### src/rtl/mpu_pkg.sv
package mpu_pkg;
  localparam int ADDR_W    = 32;
  localparam int SIZE_W    = 5;
  localparam int MIN_SIZE  = 4;

  typedef enum logic [1:0] {
    PERM_NONE  = 2'd0,
    PERM_PRIV  = 2'd1,
    PERM_URO   = 2'd2,
    PERM_FULL  = 2'd3
  } perm_e;

  typedef enum logic [1:0] {
    CAUSE_NONE    = 2'd0,
    CAUSE_NOMATCH = 2'd1,
    CAUSE_PERM    = 2'd2
  } cause_e;

  typedef struct packed {
    logic [ADDR_W-1:0] base;
    logic [SIZE_W-1:0] size;
    perm_e             perm;
    logic              en;
  } region_t;

  // Mask of address bits that take part in the comparison.
  function automatic logic [ADDR_W-1:0] region_mask(input logic [SIZE_W-1:0] size);
    logic [ADDR_W:0] ones;
    logic [SIZE_W:0] sh;
    ones = '1;
    sh   = {1'b0, size} + {{SIZE_W{1'b0}}, 1'b1};
    ones = ones << sh;
    return ones[ADDR_W-1:0];
  endfunction

  function automatic logic region_hit(input logic [ADDR_W-1:0] addr, input region_t r);
    logic [ADDR_W-1:0] m;
    m = region_mask(r.size);
    return r.en && (r.size >= SIZE_W'(MIN_SIZE)) && ((addr & m) == (r.base & m));
  endfunction

  function automatic logic perm_allows(input perm_e p, input logic wr, input logic priv);
    case (p)
      PERM_FULL: return 1'b1;
      PERM_URO:  return priv | ~wr;
      PERM_PRIV: return priv;
      default:   return 1'b0;
    endcase
  endfunction
endpackage

### src/rtl/mpu_region_bank.sv
module mpu_region_bank
  import mpu_pkg::*;
#(
  parameter int NUM_REGIONS = 8,
  localparam int IDX_W = $clog2(NUM_REGIONS)
)(
  input  logic                    clk,
  input  logic                    rst_n,
  input  logic                    we,
  input  logic [IDX_W-1:0]        sel,
  input  region_t                 wdata,
  output region_t [NUM_REGIONS-1:0] regions
);
  for (genvar g = 0; g < NUM_REGIONS; g++) begin : g_reg
    always_ff @(posedge clk or negedge rst_n) begin
      if (!rst_n)
        regions[g] <= '0;
      else if (we && sel == IDX_W'(g))
        regions[g] <= wdata;
    end
  end
endmodule

### src/rtl/mpu_region_match.sv
module mpu_region_match
  import mpu_pkg::*;
#(
  parameter int NUM_REGIONS = 8
)(
  input  region_t [NUM_REGIONS-1:0] regions,
  input  logic [ADDR_W-1:0]         addr,
  input  logic                      wr,
  input  logic                      priv,
  output logic [NUM_REGIONS-1:0]    hit_vec,
  output logic [NUM_REGIONS-1:0]    allow_vec
);
  for (genvar g = 0; g < NUM_REGIONS; g++) begin : g_cmp
    assign hit_vec[g]   = region_hit(addr, regions[g]);
    assign allow_vec[g] = perm_allows(regions[g].perm, wr, priv);
  end
endmodule

### src/rtl/mpu_prio_select.sv
module mpu_prio_select #(
  parameter int NUM_REGIONS = 8,
  localparam int IDX_W = $clog2(NUM_REGIONS)
)(
  input  logic [NUM_REGIONS-1:0] hit_vec,
  output logic                   any_hit,
  output logic [IDX_W-1:0]       win_idx
);
  // Higher index overrides lower one.
  always_comb begin
    win_idx = '0;
    for (int i = 0; i < NUM_REGIONS; i++)
      if (hit_vec[i]) win_idx = IDX_W'(i);
  end
  assign any_hit = |hit_vec;
endmodule

### src/rtl/mpu_region_check.sv
module mpu_region_check
  import mpu_pkg::*;
#(
  parameter int NUM_REGIONS = 8,
  localparam int IDX_W = $clog2(NUM_REGIONS)
)(
  input  logic              clk,
  input  logic              rst_n,
  input  logic              cfg_we,
  input  logic [IDX_W-1:0]  cfg_sel,
  input  logic [31:0]       cfg_base,
  input  logic [4:0]        cfg_size,
  input  logic [1:0]        cfg_perm,
  input  logic              cfg_enable,
  input  logic              ctl_we,
  input  logic              ctl_bg_en,
  input  logic              acc_valid,
  input  logic [31:0]       acc_addr,
  input  logic              acc_write,
  input  logic              acc_priv,
  output logic              rsp_valid,
  output logic              rsp_grant,
  output logic              rsp_fault,
  output logic [1:0]        rsp_cause,
  output logic              rsp_hit,
  output logic [IDX_W-1:0]  rsp_region,
  output logic [31:0]       rsp_fault_addr
);
  region_t                   cfg_word;
  region_t [NUM_REGIONS-1:0] regions;
  logic [NUM_REGIONS-1:0]    hit_vec, allow_vec;
  logic                      any_hit;
  logic [IDX_W-1:0]          win_idx;
  logic                      bg_en_q;
  logic                      win_allow, bg_grant, grant_c;
  cause_e                    cause_c;

  assign cfg_word = '{base: cfg_base, size: cfg_size, perm: perm_e'(cfg_perm), en: cfg_enable};

  mpu_region_bank #(.NUM_REGIONS(NUM_REGIONS)) u_bank (
    .clk(clk), .rst_n(rst_n), .we(cfg_we), .sel(cfg_sel),
    .wdata(cfg_word), .regions(regions)
  );

  mpu_region_match #(.NUM_REGIONS(NUM_REGIONS)) u_match (
    .regions(regions), .addr(acc_addr), .wr(acc_write), .priv(acc_priv),
    .hit_vec(hit_vec), .allow_vec(allow_vec)
  );

  mpu_prio_select #(.NUM_REGIONS(NUM_REGIONS)) u_prio (
    .hit_vec(hit_vec), .any_hit(any_hit), .win_idx(win_idx)
  );

  always_ff @(posedge clk or negedge rst_n) begin
    if (!rst_n)      bg_en_q <= 1'b0;
    else if (ctl_we) bg_en_q <= ctl_bg_en;
  end

  assign win_allow = allow_vec[win_idx];
  assign bg_grant  = acc_priv & bg_en_q;
  assign grant_c   = any_hit ? win_allow : bg_grant;

  always_comb begin
    if (grant_c)      cause_c = CAUSE_NONE;
    else if (any_hit) cause_c = CAUSE_PERM;
    else              cause_c = CAUSE_NOMATCH;
  end

  always_ff @(posedge clk or negedge rst_n) begin
    if (!rst_n) begin
      rsp_valid      <= 1'b0;
      rsp_grant      <= 1'b0;
      rsp_fault      <= 1'b0;
      rsp_cause      <= 2'd0;
      rsp_hit        <= 1'b0;
      rsp_region     <= '0;
      rsp_fault_addr <= '0;
    end else begin
      rsp_valid      <= acc_valid;
      rsp_grant      <= acc_valid & grant_c;
      rsp_fault      <= acc_valid & ~grant_c;
      rsp_cause      <= acc_valid ? cause_c : CAUSE_NONE;
      rsp_hit        <= acc_valid & any_hit;
      rsp_region     <= (acc_valid && any_hit) ? win_idx : '0;
      rsp_fault_addr <= (acc_valid && !grant_c) ? acc_addr : '0;
    end
  end
endmodule

### config.mk
export PLATFORM = sky130hd
export DESIGN_NAME = mpu_region_check
export DESIGN_NICKNAME = d
export VERILOG_FILES = /design/src/rtl/mpu_pkg.sv /design/src/rtl/mpu_region_bank.sv /design/src/rtl/mpu_region_match.sv /design/src/rtl/mpu_prio_select.sv /design/src/rtl/mpu_region_check.sv
export SDC_FILE = /design/constraint.sdc
export NUM_CORES = 1
export LEC_CHECK = 0
export ABC_AREA = 1
export BUFFER_PORTS_ARGS = -buffer_cell sky130_fd_sc_hd__buf_2
export CAP_MARGIN = 20
export CORE_UTILIZATION = 41
export CTS_BUF_LIST = sky130_fd_sc_hd__clkbuf_8
export DETAILED_ROUTE_END_ITERATION = 8
export GPL_TIMING_DRIVEN = 0
export HOLD_SLACK_MARGIN = 0.15
export PLACE_DENSITY_LB_ADDON = 0.3
export SLEW_MARGIN = 10
export SYNTH_ARGS = -nofsm -noshare
export SYNTH_HDL_FRONTEND = slang
export SYNTH_HIERARCHICAL = 1
export SYNTH_SLANG_ARGS = --single-unit
### constraint.sdc
create_clock -name clk -period 2.55 [get_ports clk]
set_input_delay 0.51 -clock clk [delete_from_list [all_inputs] [get_ports clk]]
set_output_delay 0.51 -clock clk [all_outputs]
set_load 0.02 [all_outputs]
==> flow_metrics.py <==
metrics = {
    "outcome": {
        "status": "finished, violations left",
        "failed_checks": "setup timing",
    },
    "global_routing": {
        "antenna_found_initial": 0,
        "globalRouteTotalUtil_pct": 32.32,
        "grt_max_degree": 96,
        "grt_pass1_wl_mm": 125.0,
        "grt_pass1_vias": 19956,
        "grt_overflow": 0,
    },
    "placement": {
        "dp_slack_ps": -2088,
        "numPortBuffers": 83,
        "gp_congestion": 1.018,
        "hpwlAfterDp_mm": 61.24,
    },
    "synthesis": {
        "synth-seq-area-share_pct": 42.69,
        "netlist_area_um2": 21220,
        "yosysUniqueCellTypes": 39,
        "syn_area_per_cell_um2": 7.380,
        "ys_seq_elements": 362,
        "yosys_warnings": 6,
        "syn-num-nets": 2998,
        "synth_cells": 2875,
    },
    "layout": {
        "drive_gt1_share_pct": 19.74,
        "nFillCells": 5089,
        "syn_to_final_growth_pct": 23.13,
        "nets": 3270,
        "antenna_cells": 0,
    },
    "setup_path": {
        "crit_top_cell": "nand2_1",
        "cp_max_fo": 7,
        "start_kind": "flop",
        "critical_path.slowest_cell": "dfrtp_2",
        "worst_setup_path_end_kind": "flop",
        "arrival_ps": 3950,
        "critPathKind": "reg2reg",
        "max_stage_delay_ps": 470,
        "worstPathRequired_ps": 3120,
    },
    "power_and_ir_drop": {
        "comb_power_share_pct": 32.0,
        "power_frac_seq_pct": 38.1,
        "powerDensity_nw_per_um2": 759.0,
        "clockPowerShare_pct": 29.9,
        "p_sw_mw": 7.528,
        "p_leak_nw": 13.70,
        "worst_ir_drop_vdd_v": 0.0004400,
        "intPower_mw": 12.30,
        "swShare_pct": 37.96,
    },
    "detailed_routing": {
        "drt_iter0_drc": 1429,
        "ant_nets": 0,
        "vias": 20103,
        "drc": 0,
        "wl_mm": 84.42,
        "wl_per_cell_um": 21.80,
        "dr.pass1.iters": 7,
        "viasPerCell": 5.192,
    },
    "sta": {
        "hold_ws_ps": 244.4,
        "fin_skew_ps": 39.05,
        "hold_viol": 0,
        "layout_setup_ws_ps": -827.9,
        "post-route-period-util_pct": 132.5,
        "timing.fmax_ghz": 0.2960,
        "tightest_slew_ps": 954.0,
        "rsz0062_at_grt": "yes",
        "period_minus_slack_ps": 3378,
        "finalSetupViolCount": 40,
        "slew_violations": 0,
        "slew_headroom_pct": 36.40,
    },
    "die": {
        "die_area_um2": 52670,
        "boundaryPins": 124,
        "rows": 83,
        "initial_core_util_pct": 41.44,
        "placeableCoreArea_um2": 51200,
        "die_y_um": 229.5,
        "dieWidth_um": 229.5,
    },
    "clock_tree": {
        "cts-buffers-inserted": 69,
        "clk_latency_ps": 670,
        "clk_pin_slew_worst_paths_ps": 60,
        "root_buffer": "clkbuf_8",
        "cts_tree": "yes",
        "htreeDepth": 3,
        "clk_path_buf_depth": 3,
        "clock_sinks": 362,
    },
    "min_path": {
        "hp-class": "in2reg",
    },
    "run": {
        "maxCapViolations": 0,
    },
}
-- layer usage --
metal / part of all wire, % / GRT usage (%) / up-vias
met2: 49 / 55.69 / 673
met5: 0 / 0 / -
li1: - / - / 9499
met1: 40 / 39.17 / 9731
met3: 4.9 / 4.395 / 200
met4: 5.9 / 16.90 / 0
-- layout make-up --
type | count | area [µm²] | area share [%]
well taps | 680 | 850.8 | 3.257
inverters | 158 | 604.3 | 2.313
clock inverters | 31 | 212.7 | 0.8142
plain buffers | 175 | 964.7 | 3.693
repair buffers | 200 | 1602 | 6.130
multi-input cells | 2181 | 11640 | 44.55
flip-flops and latches | 362 | 9081 | 34.76
clock buffers | 85 | 1170 | 4.478
-- registers in the layout (all words and copies together), names as in the netlist --
signal and count:
rsp_cause 2, u_bank/regions 320, rsp_grant 1, rsp_hit 1
rsp_fault_addr 32, bg_en_q 1, rsp_valid 1, rsp_region 3
rsp_fault 1
-- final timing paths --
check | from | end | slack (ps) | cells after the start
min in group asynchronous | rst_n | u_bank/regions[126] | 470 | 2
hold / removal | cfg_perm[1] | u_bank/regions[202] | 240 | 3
hold reg to reg | u_bank/regions[81] | u_bank/regions[81] | 480 | 2
max in group asynchronous | rst_n | u_bank/regions[243] | 1060 | 3
setup / recovery | u_bank/regions[84] | rsp_fault_addr[23] | -830 | 28
setup reg to reg | u_bank/regions[84] | rsp_fault_addr[23] | -830 | 28
-- cells by family (layout without fill, tap and decap cells) --
kind of cell | count (synthesis) | in the layout | share of synthesized area, %
buf+inv | 333 | 649 | 6.964
simple gates | 1708 | 1709 | 32.71
mux | 1 | 1 | 0.05307
fa+ha+maj | 40 | 40 | 2.359
compound gates | 178 | 178 | 4.617
xor+xnor | 253 | 253 | 10.60
flops | 362 | 362 | 42.69
-- layout by cell type (no fill, tap or decap), types with 4 or more instances in the layout --
cell           netlist  layout
o21ai_0             93      74
buf_2               43     124
ha_1                40      25
nand2_1           1258    1196
dfrtp_1            362     344
or2_2                4       4
ha_2                 0       4
buf_8                0       4
a21oi_4              0       4
a21oi_2             13      33
a21oi_1             44      20
buf_16               0       6
nor2_4               0      21
xor2_1             207     205
nand2_4              2      29
nand4_1             27      27
nor2_1             129      97
o21ai_1             11      27
buf_6                9      26
ha_4                 0      11
clkbuf_8             0      85
xnor2_1             43      42
nand3_2              6      21
nor2_2               4      15
dlygate4sd3_1        0      36
clkbuf_2            58      58
clkbuf_1            56      55
nand3_1            253     236
buf_4                9      60
buf_12               0       6
nand2_2             21      54
dfrtp_2              0      18
inv_1              153     158
inv_2                4      17
-- worst max-delay path, delay by kind of cell, from the launching register on --
kind	cells	cell delay, ps
AND/OR/NAND/NOR	20	1790
buffers and inverters	5	530
flip-flops	1	470
AO/OA/AOI/OAI	2	260
adder cells (fa/ha/maj)	1	210
-- synthesized netlist by cell type (all sizes together) --
master | number | area [µm²]
a211oi | 1 | 7.510
a21boi | 3 | 22.52
a21oi | 57 | 334.1
a31oi | 3 | 18.77
a41oi | 2 | 17.52
buf | 61 | 384.1
clkbuf | 114 | 500.5
clkinv | 1 | 3.750
dfrtp | 362 | 9059
ha | 40 | 500.5
inv | 157 | 589.3
mux2 | 1 | 11.26
nand2 | 1281 | 4876
nand3 | 260 | 1344
nand4 | 27 | 168.9
nor2 | 133 | 509.2
nor3 | 1 | 5.000
o211ai | 3 | 22.52
o21ai | 104 | 520.5
o21bai | 1 | 7.510
o22ai | 1 | 6.260
o31ai | 3 | 22.52
or2 | 6 | 37.53
xnor2 | 44 | 404.1
xor2 | 209 | 1846
-- stage by stage --
stage	utilization [%]	power [mW]	TNS, ps	instances	area [µm²]
after floorplan	-	11.07	-816.8	2875	21330
after global placement	44.14	12.98	-2349420	3638	22600
after detailed placement	44.32	13.06	-75330	3641	22690
after CTS	50.42	19.74	-26400	3860	25810
after global routing	51.03	20.88	-36850	3872	26130
final	51.03	19.83	-28880	3872	26130
-- power by group through the flow --
stage               combinational, mW  clock [mW]  sequential (mW)
floorplan                        3.57           0             7.50
global placement                 5.35           0             7.62
detailed placement               5.40           0             7.66
CTS                              6.17        6.03             7.55
global route                     6.94        6.26             7.69
finish                           6.35        5.92             7.56
-- repair_timing --
action                     in CTS  in global routing
gates resized for setup       224                 66
pin swaps                      50                 27
gates cloned                    6                  0
hold endpoints to repair      129                  0
setup buffers                  61                 13
setup endpoints to repair      40                 40
hold buffers                   36                  0
No activity file was read; power rests on OpenSTA's default activity.
